$ cat src/rtl/tailpad_pkg.sv
package tailpad_pkg;
   // Which kind of block the former produces for a given final-block case
   typedef enum logic [1:0] {
      TP_PASS   = 2'd0,
      TP_INLINE = 2'd1,
      TP_SPILL  = 2'd2,
      TP_WHOLE  = 2'd3
   } tp_case_e;

   function automatic logic is_pow2(input int unsigned v);
      return (v != 0) && ((v & (v - 1)) == 0);
   endfunction
endpackage

$ cat src/rtl/tailpad_former.sv
module tailpad_former
   import tailpad_pkg::*;
#(
   parameter int DATA_W = 64,
   localparam int IDX_W = $clog2(DATA_W)
) (
   input  logic [DATA_W-1:0] blk_i,
   input  logic [IDX_W-1:0]  rem_i,
   input  logic              last_i,
   input  logic              pad_i,
   input  logic              dir_i,
   output logic [DATA_W-1:0] first_o,
   output logic              first_last_o,
   output logic              need_extra_o,
   output logic [DATA_W-1:0] extra_o,
   output logic              len_fault_o
);
   localparam logic [IDX_W-1:0] REM_TOP = IDX_W'(DATA_W - 1);

   logic [DATA_W-1:0] padded;
   logic [IDX_W:0]    rem_plus;
   tp_case_e          kind;

   assign rem_plus = {1'b0, rem_i} + (IDX_W+1)'(1);

   // One cell per bit; p counts from the MSB (first message bit) downward
   for (genvar i = 0; i < DATA_W; i++) begin : g_bit
      localparam int P = DATA_W - 1 - i;
      logic keep_b, dir_b, one_b;
      assign keep_b = (IDX_W'(P) < rem_i);
      assign dir_b  = (IDX_W'(P) == rem_i);
      assign one_b  = ((IDX_W+1)'(P) == rem_plus);
      assign padded[i] = keep_b ? blk_i[i] : (dir_b ? dir_i : one_b);
   end

   always_comb begin
      if (!last_i || !pad_i)         kind = TP_PASS;
      else if (rem_i == '0)          kind = TP_WHOLE;
      else if (rem_i == REM_TOP)     kind = TP_SPILL;
      else                           kind = TP_INLINE;
   end

   always_comb begin
      first_o      = blk_i;
      first_last_o = last_i;
      need_extra_o = 1'b0;
      extra_o      = '0;
      unique case (kind)
         TP_PASS: ;
         TP_INLINE: first_o = padded;
         TP_SPILL: begin
            first_o      = padded;
            first_last_o = 1'b0;
            need_extra_o = 1'b1;
            extra_o[DATA_W-1] = 1'b1;
         end
         TP_WHOLE: begin
            first_last_o = 1'b0;
            need_extra_o = 1'b1;
            extra_o[DATA_W-1] = dir_i;
            extra_o[DATA_W-2] = 1'b1;
         end
         default: ;
      endcase
   end

   assign len_fault_o = last_i && !pad_i && (rem_i != '0);
endmodule

$ cat src/rtl/tailpad_flags.sv
module tailpad_flags #(
   parameter bit CLR_WINS = 1'b1
) (
   input  logic clk,
   input  logic rst_n,
   input  logic clr_i,
   input  logic done_set_i,
   input  logic err_set_i,
   output logic done_o,
   output logic err_o
);
   logic done_n, err_n;

   if (CLR_WINS) begin : g_clr_first
      assign done_n = clr_i ? 1'b0 : (done_o | done_set_i);
      assign err_n  = clr_i ? 1'b0 : (err_o  | err_set_i);
   end else begin : g_set_first
      assign done_n = (done_o & ~clr_i) | done_set_i;
      assign err_n  = (err_o  & ~clr_i) | err_set_i;
   end

   always_ff @(posedge clk) begin
      if (!rst_n) begin
         done_o <= 1'b0;
         err_o  <= 1'b0;
      end else begin
         done_o <= done_n;
         err_o  <= err_n;
      end
   end
endmodule

$ cat src/rtl/tailpad_outstage.sv
module tailpad_outstage #(
   parameter int DATA_W = 64
) (
   input  logic              clk,
   input  logic              rst_n,
   input  logic              load_i,
   input  logic [DATA_W-1:0] first_i,
   input  logic              first_last_i,
   input  logic              need_extra_i,
   input  logic [DATA_W-1:0] extra_i,
   input  logic              pop_i,
   output logic              hold_v_o,
   output logic [DATA_W-1:0] hold_d_o,
   output logic              hold_l_o,
   output logic              spill_pend_o
);
   logic [DATA_W-1:0] spill_q;

   always_ff @(posedge clk) begin
      if (!rst_n) begin
         hold_v_o     <= 1'b0;
         hold_d_o     <= '0;
         hold_l_o     <= 1'b0;
         spill_pend_o <= 1'b0;
         spill_q      <= '0;
      end else if (load_i) begin
         hold_v_o     <= 1'b1;
         hold_d_o     <= first_i;
         hold_l_o     <= first_last_i;
         spill_pend_o <= need_extra_i;
         spill_q      <= extra_i;
      end else if (pop_i) begin
         if (spill_pend_o) begin
            hold_d_o     <= spill_q;
            hold_l_o     <= 1'b1;
            spill_pend_o <= 1'b0;
         end else begin
            hold_v_o <= 1'b0;
         end
      end
   end
endmodule

$ cat src/rtl/mac_tail_padder.sv
module mac_tail_padder
   import tailpad_pkg::*;
#(
   parameter int DATA_W   = 64,
   parameter int LEN_W    = 32,
   parameter bit CLR_WINS = 1'b1
) (
   input  logic              clk,
   input  logic              rst_n,
   input  logic              in_valid,
   output logic              in_ready,
   input  logic [DATA_W-1:0] in_data,
   input  logic              in_last,
   input  logic [LEN_W-1:0]  msg_bits,
   input  logic              pad_en,
   input  logic              dir_bit,
   output logic              out_valid,
   input  logic              out_ready,
   output logic [DATA_W-1:0] out_data,
   output logic              out_last,
   input  logic              clr,
   output logic              done,
   output logic              err
);
   localparam int IDX_W = $clog2(DATA_W);

   if (!is_pow2(DATA_W) || DATA_W < 8) begin : g_bad_width
      $error("DATA_W must be a power of two of at least 8");
   end
   if (LEN_W <= IDX_W) begin : g_bad_len
      $error("LEN_W must exceed log2(DATA_W)");
   end

   logic [DATA_W-1:0] first_w, extra_w;
   logic              first_last_w, need_extra_w, len_fault_w;
   logic              in_fire, out_fire, spill_pend;

   assign in_fire  = in_valid && in_ready;
   assign out_fire = out_valid && out_ready;
   assign in_ready = !spill_pend && (!out_valid || out_ready);

   tailpad_former #(.DATA_W(DATA_W)) u_former (
      .blk_i        (in_data),
      .rem_i        (msg_bits[IDX_W-1:0]),
      .last_i       (in_last),
      .pad_i        (pad_en),
      .dir_i        (dir_bit),
      .first_o      (first_w),
      .first_last_o (first_last_w),
      .need_extra_o (need_extra_w),
      .extra_o      (extra_w),
      .len_fault_o  (len_fault_w)
   );

   tailpad_outstage #(.DATA_W(DATA_W)) u_out (
      .clk          (clk),
      .rst_n        (rst_n),
      .load_i       (in_fire),
      .first_i      (first_w),
      .first_last_i (first_last_w),
      .need_extra_i (need_extra_w),
      .extra_i      (extra_w),
      .pop_i        (out_fire),
      .hold_v_o     (out_valid),
      .hold_d_o     (out_data),
      .hold_l_o     (out_last),
      .spill_pend_o (spill_pend)
   );

   tailpad_flags #(.CLR_WINS(CLR_WINS)) u_flags (
      .clk        (clk),
      .rst_n      (rst_n),
      .clr_i      (clr),
      .done_set_i (out_fire && out_last),
      .err_set_i  (in_fire && len_fault_w),
      .done_o     (done),
      .err_o      (err)
   );
endmodule

$ cat config.mk
export PLATFORM = sky130hd
export DESIGN_NAME = mac_tail_padder
export DESIGN_NICKNAME = d
export VERILOG_FILES = /design/src/rtl/tailpad_pkg.sv /design/src/rtl/tailpad_former.sv /design/src/rtl/tailpad_flags.sv /design/src/rtl/tailpad_outstage.sv /design/src/rtl/mac_tail_padder.sv
export SDC_FILE = /design/constraint.sdc
export NUM_CORES = 1
export LEC_CHECK = 0
export BUFFER_PORTS_ARGS = -buffer_cell sky130_fd_sc_hd__buf_4
export CAP_MARGIN = 20
export CORE_MARGIN = 8
export CORE_UTILIZATION = 45
export CTS_BUF_LIST = sky130_fd_sc_hd__clkbuf_4
export DETAILED_ROUTE_END_ITERATION = 8
export GPL_TIMING_DRIVEN = 0
export PLACE_DENSITY_LB_ADDON = 0.3
export SYNTH_ARGS = -nofsm -noshare
export SYNTH_HDL_FRONTEND = slang
export SYNTH_SLANG_ARGS = --single-unit
$ cat constraint.sdc
create_clock -name clk -period 2.4 [get_ports clk]
set_clock_uncertainty 0.15 [all_clocks]
set_input_delay 0 -clock clk [delete_from_list [all_inputs] [get_ports clk]]
set_output_delay 0 -clock clk [all_outputs]
set_load 0.1 [all_outputs]
==> impl_metrics.toml <==
[run_status]
outcome = "completed"

[grt]
met1_resource_use_gr_pct = 38.4
met3_usage_pct = 9.85
antenna_found_initial = 3
grt_pass1_wl_mm = 31.7
grt_busiest_layer = "met2"
globalRoute.totalOverflow = 0
groute.layer.met2.usage_pct = 53.0
pin_count_of_the_biggest_net_entering_global_routing = 13
grt_util_all_layers_pct = 32.6
first_global_vias = 5649

[synthesis]
synth_fa_ha_area_share_pct = 0.609
synth_compound_gate_area_share_pct = 30.9
yosys-top-cells-area = "dfxtp_1, o21ai_0, nand2_1, a32oi_1, mux2i_1"
synth-main-ff-cell = "dfxtp_1"
yosysWarningCount = 0
synth_seq_cells = 71
synth_cells = 513
synthesis.nets = 619
synth_simple_gate_area_share_pct = 22.9
synthDominantAreaCellType = "dfxtp_1"
post_synth.cell_area_avg_um2 = 8.01
yosys.area_share.xor_xnor_pct = 0.213
multiplexer_share_of_the_synthesized_area_pct = 3.93
synth_largest_type_area_fraction_pct = 34.6
synth-edff-count = 0
ys_top_cells_by_count = "dfxtp_1, nand2_1, o21ai_0"
syn-cell-area_mm2 = 0.00411
top_count_cell_post_synth = "dfxtp_1"
main_combinational_cell_family_by_area_after_synthesis = "compound AO/OA/AOI/OAI gates"
postSynth.asyncResetShare_pct = 0
synth_sequential_area_ratio_pct = 34.6
synth_cell_type_count = 68

[placed_design]
detailed_place.area_mm2 = 0.00535
placedCellCount = 770
place.port_buffers = 146
place.detailed.hpwl_mm = 14.3
gp_congestion = 0.961

[routing]
via_count = 5515
avgRoutedWirePerCell_um = 24.2
routed_via_density = 6.37
1st_pass_router_iterations = 6
wirelength_mm = 20.9
number_of_remaining_drc_errors = 0
ant_nets = 0
drt_iter0_drc = 628

[critical_path]
worst-setup-path-type = "in2reg"
worst_path_max_delay_cell = "o32a_1"
worst-path-max-fanout = 11
series_of_cell_instances_along_the_critical_path = "buf_4 > clkbuf_4 > nor4_4 > nand2_1 > a21oi_2 > ha_1 > buf_4 > nor2b_1 > clkbuf_4 > o32a_1 > a32o_1"
r2r_worst_path_depth = 6
cp_data_arrival_time_ns = 2.54
crit_path_max_incr_delay_ns = 0.39
critical_path.endpoint_type = "register"
required_time_at_the_endpoint_of_the_critical_path_ns = 2.58
crit_path_start_kind = "primary input"

[clock_network]
clk-insertion-delay-late_ns = 0.42
htree_levels = 3
clock_tree.buffer_depth = 2
cts_tree = "yes"
numClockSinks = 71
clk_root_buffer_cell = "clkbuf_4"
clk_pin_slew_worst_paths_ns = 0.12
cts_inserted_buffers = 9

[sta]
finalHoldViolCount = 0
slew-limit-headroom_pct = 39.0
period_share_pct = 98.4
actual_transition_at_the_worst_max_transition_pin_ns = 0.913
final-setup-viol-count = 0
report.final.slew_viol_count = 0
finalWorstPathRequiredPeriod_ns = 2.36
max_freq_mhz = 424

[finish]
finalNonFillerCells = 866
share_of_layout_cells_above_drive_strength_1_pct = 29.8
syn2layout_area_growth_pct = 56.4
finish.net_count = 853
final_area_mm2 = 0.00642
finish.utilization_pct = 70.9

[power_and_ir_drop]
max-vdd-ir-drop_v = 0.000353
power_leakage_uw = 0.00271
power_per_cell_area_mw_per_mm2 = 560

[floorplan]
initial_core_utilization_pct = 45.3
die_height_um = 112
core_mm2 = 0.00906
floorplan.die.width_um = 112
rows = 35
ios = 173
floorplan.die_area_mm2 = 0.0124

[worst_hold_path]
min-delay-path-class = "in2reg"
whs_path_depth = 5

[flow_run]
timing.max_cap.violations = 0
==> through the flow <==
stage | hold WS [ns] | setup TNS, ns | worst slack (ns) | total power [µW]
after detailed placement | 0.0826 | -41.19 | -0.842 | 2580
after CTS | 0.0110 | 0 | 0.00544 | 3550
after global placement | 0.0771 | -41.70 | -0.861 | 2570
after global routing | 0.00654 | -0.0135 | -0.00843 | 3680
after floorplan | -0.0172 | 0 | 0.0175 | 2190
final | 0.0131 | 0 | 0.0389 | 3600
==> what timing repair did <==
| action | in CTS | in global routing |
|---|---|---|
| hold endpoints to repair | 69 | 3 |
| pin swaps | 2 | 2 |
| buffers inserted | 4 | 1 |
| setup endpoints to repair | 60 | 49 |
| hold buffers | 75 | 3 |
| resized for setup | 20 | 14 |
==> critical path: cells and delay by family <==
family,cells,cell delay [ns]
AOI/OAI and AO/OA,3,0.85
adders and majority gates,1,0.30
buffers and inverters,4,0.76
and+or+nand+nor,3,0.61
==> layout by cell type (no fill, tap or decap), types with 3 or more instances in the layout <==
cell / n
o211ai_1: 5
nand4_1: 3
o2bb2ai_1: 3
and2_1: 3
clkbuf_1: 6
o31ai_1: 8
a21boi_0: 3
nand2b_1: 7
nor4_1: 3
o21ai_1: 19
a22o_1: 11
nor3_1: 11
inv_1: 9
a31oi_1: 8
o21ai_0: 48
nand3_1: 23
buf_4: 159
nor2_1: 19
nor2b_1: 10
dfxtp_1: 71
a32o_1: 7
clkbuf_4: 13
a21oi_2: 3
dlygate4sd3_1: 78
mux2i_1: 15
diode_2: 3
and3_1: 5
a32oi_1: 17
buf_2: 19
a41oi_1: 3
a221o_1: 3
a21oi_1: 23
nand2_1: 63
buf_6: 3
==> final timing paths <==
kind / end / slack [ns] / startpoint
max: u_out.hold_d_o[19]$_SDFFE_PN0P_ / 0.04 / msg_bits[0]
min: u_out.hold_d_o[13]$_SDFFE_PN0P_ / 0.01 / msg_bits[2]
max reg2reg: u_flags.err_o$_SDFF_PP0_ / 0.16 / u_out.hold_v_o$_SDFFE_PN0P_
min reg2reg: u_out.hold_d_o[48]$_SDFFE_PN0P_ / 0.31 / u_out.hold_d_o[48]$_SDFFE_PN0P_
==> power breakdown <==
group / total, µW / leakage [µW] / switching, µW / internal, µW
Clock: 881 / 0.0000770 / 467 / 414
Sequential: 1300 / 0.000583 / 44.9 / 1260
Combinational: 1420 / 0.00205 / 993 / 423
Total: 3600 / 0.00271 / 1500 / 2090
==> kinds of logic after synthesis <==
group | count (synthesis)
buffers and inverters | 58
multiplexers | 16
AO/OA/AOI/OAI | 188
XOR/XNOR | 1
flip-flops | 71
AND/OR/NAND/NOR | 177
adder cells (fa/ha/maj) | 2
==> metal layers <==
metal | vias up | part of all wire (%) | routed length (µm)
met5 | - | 0 | 0
met4 | 0 | 4.1 | 866
met3 | 92 | 11 | 2360
met2 | 436 | 47 | 9740
met1 | 2571 | 38 | 7980
li1 | 2416 | - | -
==> sequential cells by signal (all words and copies together), names as in the netlist <==
signal / flops
u_out.hold_d_o: 64
u_out.spill_q: 2
u_flags.done_o: 1
u_flags.err_o: 1
u_out.hold_l_o: 1
u_out.hold_v_o: 1
u_out.spill_pend_o: 1
==> cell type report <==
cell class / count / area [µm²]
sequential: 71 / 1420
multi-input combinational: 384 / 2500
clock inverter: 7 / 87.6
buffer: 43 / 254
inverter: 9 / 33.8
tap: 111 / 139
antenna: 3 / 7.51
timing repair buffer: 229 / 1910
clock buffer: 9 / 67.6
fill: 726 / 2640
Note: power is estimated with default switching activity, not from simulation.
